**config.mk**
```make
export PLATFORM = sky130hd
export DESIGN_NAME = pwrup_stop_seq
export DESIGN_NICKNAME = d
export VERILOG_FILES = /design/src/rtl/pwrseq_pkg.sv /design/src/rtl/pwrseq_wake_edge.sv /design/src/rtl/pwrseq_settle_cnt.sv /design/src/rtl/pwrseq_flags.sv /design/src/rtl/pwrup_stop_seq.sv
export SDC_FILE = /design/constraint.sdc
export NUM_CORES = 1
export LEC_CHECK = 0
export BUFFER_PORTS_ARGS = -buffer_cell sky130_fd_sc_hd__buf_2
export CORE_AREA = 2 2 55 57
export DETAILED_ROUTE_END_ITERATION = 8
export DIE_AREA = 0 0 57 59
export PLACE_DENSITY = 0.75
export SYNTH_ARGS = -nofsm -noshare
export SYNTH_HDL_FRONTEND = slang
export SYNTH_HIERARCHICAL = 1
export SYNTH_SLANG_ARGS = --single-unit
```
**constraint.sdc**
```tcl
create_clock -name clk_osc -period 2 [get_ports clk_osc]
set_input_delay 0.2 -clock clk_osc [delete_from_list [all_inputs] [get_ports clk_osc]]
set_output_delay 0.2 -clock clk_osc [all_outputs]
set_load 0.03 [all_outputs]
```
**src/rtl/pwrseq_pkg.sv**
```systemverilog
package pwrseq_pkg;

  typedef enum logic [1:0] {
    PS_SETTLE = 2'd0,
    PS_RUN    = 2'd1,
    PS_STOP   = 2'd2,
    PS_PINRST = 2'd3
  } pseq_state_e;

  localparam int unsigned REG_W    = 8;
  localparam int unsigned STOP_BIT = 1;
  localparam int unsigned FLAG_BIT = 6;

  localparam logic SEL_PWRCTL  = 1'b0;
  localparam logic SEL_RSTSTAT = 1'b1;

endpackage

```
**src/rtl/pwrseq_wake_edge.sv**
```systemverilog
module pwrseq_wake_edge #(
  parameter int unsigned        N         = 4,
  parameter logic [N-1:0]       RISE_MASK = 4'b0101
) (
  input  logic         clk,
  input  logic         por_n,
  input  logic [N-1:0] pins,
  output logic         hit
);

  logic [N-1:0] prev_q;
  logic [N-1:0] ev;

  // Reset to the idle level of each pin, so the first sample makes no false edge.
  always_ff @(posedge clk or negedge por_n) begin
    if (!por_n) prev_q <= ~RISE_MASK;
    else        prev_q <= pins;
  end

  for (genvar i = 0; i < N; i++) begin : g_pin
    if (RISE_MASK[i]) begin : g_rise
      assign ev[i] = pins[i] & ~prev_q[i];
    end else begin : g_fall
      assign ev[i] = ~pins[i] & prev_q[i];
    end
  end

  assign hit = |ev;

endmodule

```
**src/rtl/pwrseq_settle_cnt.sv**
```systemverilog
module pwrseq_settle_cnt #(
  parameter int unsigned CNT_W = 16
) (
  input  logic clk,
  input  logic por_n,
  input  logic clr,
  input  logic run,
  output logic done
);

  logic [CNT_W-1:0] cnt_q;

  always_ff @(posedge clk or negedge por_n) begin
    if (!por_n)   cnt_q <= '0;
    else if (clr) cnt_q <= '0;
    else if (run) cnt_q <= cnt_q + 1'b1;
  end

  assign done = run & (&cnt_q);

  AST_CNT_STEP: assert property (@(posedge clk) disable iff (!por_n)
    (run && !clr) |=> (cnt_q == $past(cnt_q) + 1'b1));

endmodule

```
**src/rtl/pwrseq_flags.sv**
```systemverilog
module pwrseq_flags (
  input  logic clk,
  input  logic por_n,
  input  logic set_por,
  input  logic clr_por,
  input  logic set_stop,
  input  logic clr_stop,
  output logic por_flag,
  output logic stop_flag
);

  always_ff @(posedge clk or negedge por_n) begin
    if (!por_n)       por_flag <= 1'b0;
    else if (set_por) por_flag <= 1'b1;
    else if (clr_por) por_flag <= 1'b0;
  end

  always_ff @(posedge clk or negedge por_n) begin
    if (!por_n)        stop_flag <= 1'b0;
    else if (clr_stop) stop_flag <= 1'b0;
    else if (set_stop) stop_flag <= 1'b1;
  end

  AST_PORF_RISE: assert property (@(posedge clk) disable iff (!por_n)
    $rose(por_flag) |-> $past(set_por));
  AST_PORF_FALL: assert property (@(posedge clk) disable iff (!por_n)
    $fell(por_flag) |-> $past(clr_por));
  AST_STOP_RISE: assert property (@(posedge clk) disable iff (!por_n)
    $rose(stop_flag) |-> $past(set_stop));

endmodule

```
**src/rtl/pwrup_stop_seq.sv**
```systemverilog
module pwrup_stop_seq
  import pwrseq_pkg::*;
#(
  parameter int unsigned          CNT_W     = 16,
  parameter int unsigned          WAKE_N    = 4,
  parameter logic [WAKE_N-1:0]    WAKE_RISE = 4'b0101
) (
  input  logic              clk_osc,
  input  logic              pwr_ok,
  input  logic              ext_rst,
  input  logic              cfg_wr,
  input  logic              cfg_sel,
  input  logic [REG_W-1:0]  cfg_wdata,
  input  logic [WAKE_N-1:0] wake_pins,
  output logic              sys_rst,
  output logic              core_clk_en,
  output logic              por_flag,
  output logic              stop_flag
);

  pseq_state_e state_q, state_d;
  logic settle_rst_q, settle_rst_d;
  logic por_pend_q, por_pend_d;

  logic wake_hit, settle_done, cnt_clr, cnt_run;
  logic sw_en, wr_stop, wr_flag0;
  logic set_por, clr_stop;

  pwrseq_wake_edge #(.N(WAKE_N), .RISE_MASK(WAKE_RISE)) u_wake (
    .clk   (clk_osc),
    .por_n (pwr_ok),
    .pins  (wake_pins),
    .hit   (wake_hit)
  );

  pwrseq_settle_cnt #(.CNT_W(CNT_W)) u_cnt (
    .clk   (clk_osc),
    .por_n (pwr_ok),
    .clr   (cnt_clr),
    .run   (cnt_run),
    .done  (settle_done)
  );

  // Software access only while the core is clocked and out of reset.
  assign sw_en    = (state_q == PS_RUN) && !ext_rst;
  assign wr_stop  = sw_en && cfg_wr && (cfg_sel == SEL_PWRCTL) && cfg_wdata[STOP_BIT];
  assign wr_flag0 = sw_en && cfg_wr && (cfg_sel == SEL_RSTSTAT) && !cfg_wdata[FLAG_BIT];
  assign cnt_run  = (state_q == PS_SETTLE);

  always_comb begin
    state_d      = state_q;
    settle_rst_d = settle_rst_q;
    por_pend_d   = por_pend_q;
    cnt_clr      = 1'b0;
    set_por      = 1'b0;
    clr_stop     = 1'b0;
    unique case (state_q)
      PS_SETTLE: begin
        if (ext_rst && !settle_rst_q) begin
          cnt_clr      = 1'b1;
          settle_rst_d = 1'b1;
          clr_stop     = 1'b1;
        end else if (settle_done) begin
          state_d      = ext_rst ? PS_PINRST : PS_RUN;
          set_por      = por_pend_q;
          por_pend_d   = 1'b0;
          settle_rst_d = 1'b0;
          clr_stop     = 1'b1;
        end
      end
      PS_RUN: begin
        if (ext_rst)      state_d = PS_PINRST;
        else if (wr_stop) state_d = PS_STOP;
      end
      PS_STOP: begin
        if (ext_rst) begin
          state_d      = PS_SETTLE;
          cnt_clr      = 1'b1;
          settle_rst_d = 1'b1;
          clr_stop     = 1'b1;
        end else if (wake_hit) begin
          state_d      = PS_SETTLE;
          cnt_clr      = 1'b1;
          settle_rst_d = 1'b0;
        end
      end
      PS_PINRST: begin
        if (!ext_rst) state_d = PS_RUN;
      end
      default: state_d = PS_SETTLE;
    endcase
  end

  always_ff @(posedge clk_osc or negedge pwr_ok) begin
    if (!pwr_ok) begin
      state_q      <= PS_SETTLE;
      settle_rst_q <= 1'b1;
      por_pend_q   <= 1'b1;
    end else begin
      state_q      <= state_d;
      settle_rst_q <= settle_rst_d;
      por_pend_q   <= por_pend_d;
    end
  end

  pwrseq_flags u_flags (
    .clk       (clk_osc),
    .por_n     (pwr_ok),
    .set_por   (set_por),
    .clr_por   (wr_flag0),
    .set_stop  (wr_stop),
    .clr_stop  (clr_stop),
    .por_flag  (por_flag),
    .stop_flag (stop_flag)
  );

  assign sys_rst     = ((state_q == PS_SETTLE) && settle_rst_q) || (state_q == PS_PINRST);
  assign core_clk_en = (state_q == PS_RUN) || (state_q == PS_PINRST);

  AST_GATED_IN_STOP: assert property (@(posedge clk_osc) disable iff (!pwr_ok)
    stop_flag |-> !core_clk_en);
  AST_WAKE_SOURCE: assert property (@(posedge clk_osc) disable iff (!pwr_ok)
    ((state_q == PS_SETTLE) && $past(state_q == PS_STOP)) |-> $past(wake_hit || ext_rst));
  AST_CLK_AFTER_COUNT: assert property (@(posedge clk_osc) disable iff (!pwr_ok)
    $rose(core_clk_en) |-> $past(settle_done));
  AST_RELEASE_SOURCE: assert property (@(posedge clk_osc) disable iff (!pwr_ok)
    $fell(sys_rst) |-> ($past(settle_done) || $past(state_q == PS_PINRST)));
  AST_FLAG_POR_ONLY: assert property (@(posedge clk_osc) disable iff (!pwr_ok)
    $rose(por_flag) |-> $past(por_pend_q));
  AST_NO_WRITE_IN_RST: assert property (@(posedge clk_osc) disable iff (!pwr_ok)
    sys_rst |=> !$rose(stop_flag));

endmodule

```
==> impl_metrics.yaml <==
timing:
  setup_viol: 0
  minimum_clock_period_ps: 1982
  final_hold_viol_count: 0
  least_margin_pin_slew_ps: 561.5
  unrepaired_setup_endpoints_after_global_routing: "true"
  clock_skew_ps: 9.990
  period_share_pct: 99.08
  max_clock_freq_mhz: 504.6
  slew_headroom_pct: 62.57
  final-max-slew-violation-count: 0
pwr:
  power.switching_fraction_pct: 27.70
  power.sequential.fraction_pct: 51.9
  share_clk_of_total_power_pct: 27.8
  pwr_density_cell_nw_per_um2: 788.9
  power.share.combinational_pct: 20.3
  power.switching_mw: 0.3618
  vdd_ir_drop_max_uv: 610.5
  internal_power_mw: 0.9442
  static_leakage_nw: 0.7942
  total_power_mw: 1.306
clock_tree:
  cts.root.buffer_cell: "sky130_fd_sc_hd__clkbuf_4"
  clkTransAtPathRegs_ps: 150
  insertion_delay_ps: 330
  cts_buffers: 3
  cts.sink_count: 26
  cts.path.max_buffers: 2
  clock_tree_from_tritoncts: "yes"
  clock_tree.htree_level_count: 1
detailed_routing:
  route.antenna.remaining_nets: 0
  remaining_drc_errors: 0
  dr_total_vias: 1048
  drt_pre_antenna_iters: 4
  finalWirelength_mm: 2.530
  avgViaCountPerCell: 5.347
  wire_per_inst_um: 12.91
  drt_iter0_drc: 75
critical_path:
  crit_path_end_kind: "register"
  reg2reg_setup_slack_ps: 20
  critical_path.slowest_cell: "sky130_fd_sc_hd__dfstp_2"
  ff2ff_path_depth: 8
  worst-endpoint-arrival_ps: 2240
  cp.required_ps: 2260
  crit-reg2reg-launch: "u_wake/prev_q[3]"
  cp_top_family: "compound AO/OA/AOI/OAI gates"
  setup.worst_path.start_class: "register"
  worstPathCellList: "inv_2 > o2111ai_4 > o21ai_2 > a21oi_2 > o2111a_2 > nand4_4 > or3_1 > a21oi_1"
  timing.rr.end: "u_cnt/cnt_q[14]"
  timing.critical_path.buf_inv: 1
  max_stage_delay_ps: 550
  timing.critical_path.fanout_max: 3
  startpoint_to_endpoint_class_of_the_critical_path: "reg2reg"
logic_synthesis:
  synth-xor-area-share_pct: 7.799
  netlist_instances: 137
  synthesis.area_um2: 1348
  yosys_register_bits: 26
  largest_family_of_logic_cells_by_synthesized_area: "simple AND/OR/NAND/NOR gates"
  postSynthNetCount: 155
  yosys.cell_types.count: 41
  synth.largest_area_cell: "sky130_fd_sc_hd__dfrtp_1"
  synth-compound-area-share_pct: 8.171
  synth_area_per_cell_um2: 9.836
  adder_cell_fraction_of_synth_area_pct: 0.9285
  synth-warning-count: 6
  ys_seq_area_share_pct: 48.65
  synth_top_cell_area_share_pct: 40.85
  fraction_of_the_mapped_netlist_area_in_simple_logic_gates_pct: 26.09
  multiplexer_area_fraction_after_synthesis_pct: 2.414
  synth_area_leaders: "sky130_fd_sc_hd__dfrtp_1 41%, sky130_fd_sc_hd__dfstp_2 7.8%, sky130_fd_sc_hd__nor2_1 6.4%"
global_route:
  grt_pass1_vias: 1047
  grt.overflow.total: 0
  grt_antenna_before_repair: 0
  grt_pass1_wl_mm: 4.533
  grt_max_degree: 27
  groute.usage.overall_pct: 17.58
placement:
  routability_driven_placement_congestion_ratio: 0.8866
  port_buffers: 14
  detailedPlacementHpwl_mm: 1.783
  place_area_um2: 1489
final_layout:
  mostFrequentLayoutCells: "22 x sky130_fd_sc_hd__nor2_1, 22 x sky130_fd_sc_hd__dfrtp_1, 14 x sky130_fd_sc_hd__buf_2, 11 x sky130_fd_sc_hd__buf_4, 9 x sky130_fd_sc_hd__xor2_1"
  area.sequential_um2: 655.6
  area_growth_pct: 22.84
  layout-drive-gt1-share_pct: 30.91
  post-route-cell-area_um2: 1655
  multi_input_comb_area_um2: 668.1
  finish.utilization_pct: 61.08
  antenna_cells_inserted: 0
  n_fill_cell: 242
  nNetsFinal: 184
die:
  core.rowCount: 19
  die_w_um: 57
  core_um2: 2710
  full_die_area_um2: 3363
  die_h_um: 59
  boundaryPins: 21
  starting_utilization_of_the_core_area_pct: 49.72
hold_path:
  holdCritPathClass: "in2reg"
  holdPathEnd: "u_flags/por_flag"
  min_delay_path_depth: 4
  hold_path.startpoint: "cfg_wdata[6]"
outcome:
  outcome: "completed"
flow_run:
  maxCapViolations: 0
worst reg2reg max path: cells and delay by family (launching register included):
family	cells	cell delay, ps
compound gates	5	870
flops	1	550
simple gates	2	450
buf+inv	1	40
state kept, by name, summed over array words and instances, names as in the netlist:
register	cells
por_pend_q	1
settle_rst_q	1
state_q	2
u_cnt/cnt_q	16
u_flags/por_flag	1
u_flags/stop_flag	1
u_wake/prev_q	4
logic make-up after synthesis:
group	after synthesis
and+or+nand+nor	65
DFF	26
AOI/OAI and AO/OA	16
buffers and inverters	14
xor gates and xnor gates	12
muxes	3
adders and majority gates	1
synth_stat cells:
cell / instances
sky130_fd_sc_hd__o311ai_1: 1
sky130_fd_sc_hd__o21ai_0: 2
sky130_fd_sc_hd__nor3_1: 1
sky130_fd_sc_hd__inv_1: 7
sky130_fd_sc_hd__nand3b_1: 2
sky130_fd_sc_hd__o21ai_1: 1
sky130_fd_sc_hd__nand4_4: 1
sky130_fd_sc_hd__xnor2_1: 3
sky130_fd_sc_hd__nand4_1: 5
sky130_fd_sc_hd__dfrtp_1: 22
sky130_fd_sc_hd__dfstp_2: 4
sky130_fd_sc_hd__a21oi_1: 7
sky130_fd_sc_hd__o2111ai_2: 1
sky130_fd_sc_hd__or3_1: 1
sky130_fd_sc_hd__a21o_1: 1
sky130_fd_sc_hd__buf_4: 1
sky130_fd_sc_hd__nor3_2: 1
sky130_fd_sc_hd__o211a_1: 1
sky130_fd_sc_hd__nor2b_1: 2
sky130_fd_sc_hd__nand2_1: 8
sky130_fd_sc_hd__nor4b_1: 1
sky130_fd_sc_hd__and4_1: 1
sky130_fd_sc_hd__buf_2: 1
sky130_fd_sc_hd__ha_1: 1
sky130_fd_sc_hd__nor2_2: 1
sky130_fd_sc_hd__a31oi_1: 1
sky130_fd_sc_hd__mux2i_1: 1
sky130_fd_sc_hd__and2_1: 1
sky130_fd_sc_hd__clkbuf_1: 2
sky130_fd_sc_hd__nor4_1: 1
sky130_fd_sc_hd__and3_1: 2
sky130_fd_sc_hd__mux2_1: 1
sky130_fd_sc_hd__or3b_4: 1
sky130_fd_sc_hd__nand3_1: 7
sky130_fd_sc_hd__nor2_1: 23
sky130_fd_sc_hd__mux2_2: 1
sky130_fd_sc_hd__buf_6: 3
sky130_fd_sc_hd__o2111a_2: 1
sky130_fd_sc_hd__xor2_1: 9
sky130_fd_sc_hd__and3_2: 1
sky130_fd_sc_hd__nand2b_1: 5
metrics by stage:
stage                     hold WS [ps]  setup WS (ps)  setup TNS, ps  std cells
after CTS                        160.4         -24.17         -24.17        196
after floorplan                 -95.59         -55.28         -55.28        137
after detailed placement         228.0         -17.79         -17.79        186
after global routing             183.3         -96.68         -358.2        196
after global placement           224.1          24.70              0        186
final                            161.8          18.42              0        196
cell type report:
cell class | instances | area share [%]
inverter | 7 | 1.587
sequential | 26 | 39.61
multi-input combinational | 97 | 40.36
clock buffer | 3 | 1.361
tap | 31 | 2.343
clock inverter | 1 | 1.814
timing repair buffer | 31 | 12.93
worst max path at each step:
stage                 endpoint              from  cells past startpoint  slack (ps)
6_report       u_cnt/cnt_q[14]  u_wake/prev_q[3]                      8          20
5_1_grt        u_cnt/cnt_q[15]  u_wake/prev_q[3]                      8        -100
4_1_cts        u_cnt/cnt_q[14]  u_wake/prev_q[3]                      8         -20
3_5_place_dp   u_cnt/cnt_q[15]  u_wake/prev_q[3]                      8         -20
3_3_place_gp   u_cnt/cnt_q[15]  u_wake/prev_q[3]                      8          20
2_1_floorplan  u_cnt/cnt_q[15]  u_wake/prev_q[3]                      9         -60
metal layers:
layer	track usage [%]	wire length [um]	vias up	share of wire, %
met1	21.65	1089	503	43
met5	0	0	-	0
met3	1.965	75	5	3.0
met4	7.973	48	0	1.9
met2	31.20	1316	20	52
li1	-	-	520	-
power groups by stage:
stage                     combinational [mW]  sequential (mW)  clock, mW
after CTS                              0.256            0.678      0.372
after detailed placement               0.234            0.686          0
final                                  0.265            0.678      0.363
after floorplan                        0.157            0.670          0
after global placement                 0.216            0.678          0
after global routing                   0.298            0.693      0.394
repair_timing:
action                                 4_1_cts  5_1_grt
endpoints found under the hold margin       26        0
buffers inserted                             1        0
setup endpoints to repair                    3        9
hold buffers                                 5        0
pin swaps                                    5        4
gates resized for setup                      2        9
No activity file was read; power rests on OpenSTA's default activity.
